<file path="src/rtl/ser_tx_pkg.sv">
package ser_tx_pkg;
  localparam int DATA_W  = 8;
  localparam int FRM_MAX = 11;
  localparam int FLEN_W  = $clog2(FRM_MAX + 1);
  localparam int CNT_W   = $clog2(2 * FRM_MAX + 4);

  localparam logic [2:0] MD_SEVEN_P = 3'b001;
  localparam logic [2:0] MD_NINE_T  = 3'b010;
  localparam logic [2:0] MD_EIGHT_X = 3'b011;
  localparam logic [2:0] MD_SEVEN_N = 3'b100;

  typedef enum logic [1:0] {
    ST_IDLE  = 2'd0,
    ST_SEND  = 2'd1,
    ST_BRK   = 2'd2,
    ST_GUARD = 2'd3
  } eng_st_t;
endpackage

</file>
<file path="src/rtl/txr_frame_fmt.sv">
module txr_frame_fmt
  import ser_tx_pkg::*;
(
  input  logic [2:0]        mode,
  input  logic              par_en,
  input  logic              par_even,
  input  logic              tb8,
  input  logic [DATA_W-1:0] data,
  output logic [FRM_MAX-1:0] frame,
  output logic [FLEN_W-1:0] flen,
  output logic              mode_ok
);
  logic        par7, par8, ext_on, ext_bit;
  int unsigned nd;

  // Parity covers only the data bits that are actually sent
  assign par7 = par_even ? ^data[6:0] : ~^data[6:0];
  assign par8 = par_even ? ^data      : ~^data;

  always_comb begin
    mode_ok = 1'b1;
    nd      = 8;
    ext_on  = 1'b0;
    ext_bit = 1'b0;
    case (mode)
      MD_SEVEN_P: begin nd = 7; ext_on = par_en; ext_bit = par7; end
      MD_NINE_T:  begin ext_on = 1'b1; ext_bit = tb8; end
      MD_EIGHT_X: begin ext_on = 1'b1; ext_bit = par_en ? par8 : tb8; end
      MD_SEVEN_N: begin nd = 7; end
      default:    mode_ok = 1'b0;
    endcase
    // Fill with ones so the stop bit lands right after the last payload bit
    frame    = '1;
    frame[0] = 1'b0;
    for (int unsigned i = 0; i < DATA_W; i++) begin
      if (i < nd) frame[1 + i] = data[i];
    end
    if (ext_on) frame[1 + nd] = ext_bit;
    flen = FLEN_W'(nd + 2 + (ext_on ? 1 : 0));
  end
endmodule

</file>
<file path="src/rtl/txr_hold.sv">
module txr_hold #(
  parameter int W = 8
) (
  input  logic         clk,
  input  logic         rst_n,
  input  logic         in_valid,
  input  logic [W-1:0] in_data,
  input  logic         take,
  output logic         in_ready,
  output logic         full,
  output logic [W-1:0] q
);
  assign in_ready = !full;

  always_ff @(posedge clk) begin
    if (!rst_n) begin
      full <= 1'b0;
      q    <= '0;
    end else if (in_valid && !full) begin
      full <= 1'b1;
      q    <= in_data;
    end else if (take) begin
      full <= 1'b0;
    end
  end
endmodule

</file>
<file path="src/rtl/txr_engine.sv">
module txr_engine
  import ser_tx_pkg::*;
(
  input  logic               clk,
  input  logic               rst_n,
  input  logic               tick,
  input  logic               frame_ok,
  input  logic               hold_full,
  input  logic [FRM_MAX-1:0] frame,
  input  logic [FLEN_W-1:0]  flen,
  input  logic               brk_req,
  input  logic               brk_long,
  output logic               txd,
  output logic               take,
  output logic               frame_end,
  output eng_st_t            st
);
  logic [CNT_W-1:0]   cnt, brk_n;
  logic [FRM_MAX-2:0] sh;
  logic               brk_pend, brk_lng;
  logic               bnd, start_brk, start_frm;

  assign frame_end = tick && (st == ST_SEND) && (cnt == '0);
  assign bnd       = tick && ((st == ST_IDLE) || (st == ST_GUARD) || frame_end);
  assign start_brk = bnd && brk_pend && frame_ok;
  assign start_frm = bnd && !brk_pend && frame_ok && hold_full;
  assign take      = start_frm;
  // Counter holds remaining bit times minus one
  assign brk_n     = brk_lng ? (CNT_W'({flen, 1'b0}) + CNT_W'(3)) : CNT_W'(flen);

  always_ff @(posedge clk) begin
    if (!rst_n) begin
      brk_pend <= 1'b0;
      brk_lng  <= 1'b0;
    end else if (brk_req && (st == ST_IDLE) && !brk_pend && frame_ok && !start_frm) begin
      brk_pend <= 1'b1;
      brk_lng  <= brk_long;
    end else if (bnd && brk_pend) begin
      brk_pend <= 1'b0;
    end
  end

  always_ff @(posedge clk) begin
    if (!rst_n) begin
      st  <= ST_IDLE;
      cnt <= '0;
      sh  <= '1;
      txd <= 1'b1;
    end else if (start_brk) begin
      st  <= ST_BRK;
      txd <= 1'b0;
      cnt <= brk_n;
    end else if (start_frm) begin
      st  <= ST_SEND;
      txd <= frame[0];
      sh  <= frame[FRM_MAX-1:1];
      cnt <= CNT_W'(flen) - CNT_W'(1);
    end else if (bnd) begin
      st  <= ST_IDLE;
      txd <= 1'b1;
    end else if (tick) begin
      case (st)
        ST_SEND: begin
          txd <= sh[0];
          sh  <= {1'b1, sh[FRM_MAX-2:1]};
          cnt <= cnt - CNT_W'(1);
        end
        ST_BRK: begin
          if (cnt == '0) begin
            st  <= ST_GUARD;
            txd <= 1'b1;
          end else begin
            cnt <= cnt - CNT_W'(1);
          end
        end
        default: ;
      endcase
    end
  end
endmodule

</file>
<file path="src/rtl/ser_tx_brk.sv">
module ser_tx_brk
  import ser_tx_pkg::*;
(
  input  logic              clk,
  input  logic              rst_n,
  input  logic              bit_tick,
  input  logic [2:0]        cfg_mode,
  input  logic              cfg_par_en,
  input  logic              cfg_par_even,
  input  logic              cfg_tx_en,
  input  logic              cfg_tx_ie,
  input  logic              tb8_wr,
  input  logic              tb8_wdata,
  output logic              tb8_q,
  input  logic              brk_req,
  input  logic              brk_long,
  input  logic              in_valid,
  output logic              in_ready,
  input  logic [DATA_W-1:0] in_data,
  output logic              txd,
  output logic              hold_empty,
  output logic              tx_irq
);
  logic               hold_full, take, frame_end, mode_ok, frame_ok, tb8_nxt;
  logic [DATA_W-1:0]  hold_q;
  logic [FRM_MAX-1:0] frame;
  logic [FLEN_W-1:0]  flen;
  eng_st_t            eng_st;
  logic               eng_idle, eng_brk;

  assign frame_ok   = cfg_tx_en && mode_ok;
  assign hold_empty = !hold_full;
  assign tx_irq     = hold_empty && cfg_tx_ie;
  assign eng_idle   = (eng_st == ST_IDLE);
  assign eng_brk    = (eng_st == ST_BRK);

  // Next flag value feeds the formatter so a frame loaded at the end of the
  // previous one sees the cleared flag
  assign tb8_nxt = tb8_wr ? tb8_wdata : (frame_end ? 1'b0 : tb8_q);

  always_ff @(posedge clk) begin
    if (!rst_n) tb8_q <= 1'b0;
    else        tb8_q <= tb8_nxt;
  end

  txr_hold #(.W(DATA_W)) u_hold (
    .clk(clk), .rst_n(rst_n), .in_valid(in_valid), .in_data(in_data),
    .take(take), .in_ready(in_ready), .full(hold_full), .q(hold_q)
  );

  txr_frame_fmt u_fmt (
    .mode(cfg_mode), .par_en(cfg_par_en), .par_even(cfg_par_even),
    .tb8(tb8_nxt), .data(hold_q), .frame(frame), .flen(flen), .mode_ok(mode_ok)
  );

  txr_engine u_eng (
    .clk(clk), .rst_n(rst_n), .tick(bit_tick), .frame_ok(frame_ok),
    .hold_full(hold_full), .frame(frame), .flen(flen), .brk_req(brk_req),
    .brk_long(brk_long), .txd(txd), .take(take), .frame_end(frame_end), .st(eng_st)
  );
endmodule

</file>
<file path="config.mk">
export PLATFORM = sky130hd
export DESIGN_NAME = ser_tx_brk
export DESIGN_NICKNAME = d
export VERILOG_FILES = /design/src/rtl/ser_tx_pkg.sv /design/src/rtl/txr_frame_fmt.sv /design/src/rtl/txr_hold.sv /design/src/rtl/txr_engine.sv /design/src/rtl/ser_tx_brk.sv
export SDC_FILE = /design/constraint.sdc
export NUM_CORES = 1
export LEC_CHECK = 0
export ABC_CLOCK_PERIOD_IN_PS = 3000
export BUFFER_PORTS_ARGS = -buffer_cell sky130_fd_sc_hd__clkbuf_2
export CORE_ASPECT_RATIO = 0.75
export CORE_UTILIZATION = 50
export CTS_BUF_LIST = sky130_fd_sc_hd__clkbuf_2 sky130_fd_sc_hd__clkbuf_4 sky130_fd_sc_hd__clkbuf_8
export DETAILED_ROUTE_END_ITERATION = 16
export MAX_ROUTING_LAYER = met4
export PLACE_DENSITY = 0.74
export SLEW_MARGIN = 20
export SYNTH_ARGS = -nofsm -noshare
export SYNTH_HDL_FRONTEND = slang
export SYNTH_SLANG_ARGS = --single-unit
</file>
<file path="constraint.sdc">
create_clock -name clk -period 3 [get_ports clk]
set_input_delay 0.6 -clock clk [delete_from_list [all_inputs] [get_ports clk]]
set_output_delay 0.6 -clock clk [all_outputs]
set_load 0.01 [all_outputs]
</file>
==> qor.txt <==
status - completed
via count - 1,489
Startpoint Class - flop
io pins - 28
CP Data Required Time - 3.21 ns
die area - 3600 um^2
Async S/R FF share, synth - 0%
Period Utilization, post-route - 95.1%
largest net degree at the start of global routing - 18
Post-Synthesis Cells - 199
crit-path most repeated cell - nand2_1
Die Width - 68.9 um
post-DP HPWL - 2810 um
Avg WL per Cell - 14.2 um
Primary FF master, synth - dfxtp_1
sequential-to-total area share from yosys stat - 34.5%
clk_lat worst skew - 0.28 ns
DR pass1 iterations - 4
antenna violations before repair - 0
max frequency - 0.350 GHz
Global Route Usage Sum - 25.4%
number of global-route vias before repair - 1,377
skew final - 0.00538 ns
Crit-path slowest cell - or4_4
Initial Util - 54.9%
Root Driver - clkbuf_8
power per cell area - 558 nW/um^2
final net count - 258
PortBufs - 27
first-pass GRT wire length - 6350 um
CTS buffer count - 5
top post-synthesis cells by count - nor2_1, dfxtp_1, mux2i_1
worst slew pin tran - 0.831 ns
top cells by area, synth - dfxtp_1, mux2i_1, nor2_1
WP data arrival - 3.06 ns
Placer Congestion - 0.911
DRC - 0
crit-path cells - or4_4, o31a_4, nor4_4, buf_4, nand2_1, o21ai_0, ha_2, nand2_1, xor2_1, or3_1, a31oi_1
syn nets - 228
peak supply drop - 319 uV
WS Path Type - reg -> reg
Core Box Area - 3060 um^2
clk buf depth - 2
Worst-path clk slew - 0.07 ns
top cell type's share of synthesized area - 34.5%
#FFs+latches synth - 29
Worst setup EP type - flop
synth warn - 0
H-tree depth - 2
maxcap violations - 0
critical path fanouts, max - 6
DRT iter0 DRCs - 104
Inserted Diodes - 0
# setup viols final - 0
syn_area_per_cell - 8.44 um^2
hold_ws - 0.487 ns
drt via density - 5.56
total gr overflow - 0
post-layout min period - 2.85 ns
fraction of layout cells with a size suffix above 1 - 20.9%
Fin Setup TNS - 0 ns
Die Span Y - 52.2 um
Yosys cell types - 44
P_leak - 0.824 nW
RSZ-0062 raised after global routing - no
max_slew headroom - 44.2%
number of flops mapped to enable cells by yosys - 0
synthesis-to-finish area growth - 17.9%
post-route ant nets - 0
Hold Vio Cnt, Final - 0
total routed wirelength - 3790 um
Synth area leader - dfxtp_1
most common cell in the synthesized netlist - nor2_1
num rows - 17
Sink Count - 29
clock tree from TritonCTS - yes
CP peak stage delay - 0.56 ns
Cell Area, Synth - 1680 um^2
worst hold-check path type - reg -> reg
max-slew violations - 0
## placed cells by master, fill, tap and decap left out, types with 2 or more instances in the layout
master,n
xor2_1,2
buf_4,6
o21ai_0,16
clkbuf_8,6
nor3b_1,2
xnor2_1,8
nor3_1,3
a21oi_1,13
and2_1,2
a21o_1,2
nand2b_1,3
dfxtp_1,29
o31ai_1,3
mux2i_1,18
nor2_1,30
clkbuf_2,27
a31oi_1,3
ha_1,5
nand3_1,2
nand2_1,12
nor2b_1,3
o311ai_0,2
inv_1,9
## path summary, 6_finish.rpt
| path | startpoint | end | slack, ns | cells past startpoint |
|---|---|---|---|---|
| min reg2reg | u_eng.sh[0]$_SDFFE_PN1P_ | u_eng.sh[0]$_SDFFE_PN1P_ | 0.49 | 2 |
| max reg2reg | u_eng.cnt[0]$_SDFFE_PN0P_ | u_eng.cnt[4]$_SDFFE_PN0P_ | 0.15 | 11 |
| min | u_eng.sh[0]$_SDFFE_PN1P_ | u_eng.sh[0]$_SDFFE_PN1P_ | 0.49 | 2 |
| max | u_eng.cnt[0]$_SDFFE_PN0P_ | u_eng.cnt[4]$_SDFFE_PN0P_ | 0.15 | 11 |
## flip-flops by register name (all words and copies together), names as in the netlist
register,flops
tb8_q,1
u_eng.brk_lng,1
u_eng.brk_pend,1
u_eng.cnt,5
u_eng.sh,9
u_eng.st,2
u_eng.txd,1
u_hold.full,1
u_hold.q,8
## logic make-up after synthesis
group,Yosys count,share of synthesized area [%]
flip-flops,29,34.5
buffers and inverters,19,5.14
multiplexers,18,10.7
AO/OA/AOI/OAI,52,20.0
adder cells (fa/ha/maj),6,4.47
XOR/XNOR,10,5.21
AND/OR/NAND/NOR,65,19.9
## per-stage QoR
step / cell area, um^2 / power, mW / std cells / utilization, % / setup slack [ns]
floorplan: 1680 / 0.613 / 199 / - / 0.134
global placement: 1850 / 0.672 / 259 / 60.3 / 0.226
detailed placement: 1850 / 0.679 / 259 / 60.3 / 0.147
CTS: 1970 / 1.10 / 267 / 64.3 / 0.120
global route: 1980 / 1.16 / 268 / 64.7 / 0.0361
finish: 1980 / 1.11 / 268 / 64.7 / 0.146
## power breakdown
group / leakage, nW / internal (mW) / switching [mW]
combinational: 0.529 / 0.118 / 0.132
sequential: 0.237 / 0.407 / 0.0239
clock: 0.0574 / 0.270 / 0.156
## per-layer routing
| layer | routed length [um] | vias up | share of wire, % | GRT usage, % |
|---|---|---|---|---|
| li1 | - | 760 | - | - |
| met1 | 1880 | 679 | 49 | 35.5 |
| met2 | 1610 | 45 | 42 | 34.5 |
| met3 | 255 | 5 | 6.7 | 5.87 |
| met4 | 53 | 0 | 1.4 | 11.2 |
| met5 | 0 | - | 0 | - |
## timing repair
item	in CTS	in global routing
hold buffers	0	0
resized for setup	0	2
endpoints found under the setup margin	0	2
buffers inserted	0	1
## cell type report
cell class                 count  area (um^2)
tap                           38         47.5
clock inverter                 2         37.5
multi-input combinational    151         1020
fill                         271         1080
timing repair buffer          33          180
inverter                       9         33.8
clock buffer                   6         82.6
sequential                    29          581
## worst max-delay path, delay by kind of cell, from the launching register on
kind,cells,cell delay [ns]
simple gates,5,1.24
fa+ha+maj,1,0.23
xor+xnor,1,0.13
compound gates,3,0.64
flops,1,0.34
buf+inv,1,0.18
Note: power is estimated with default switching activity, not from simulation.
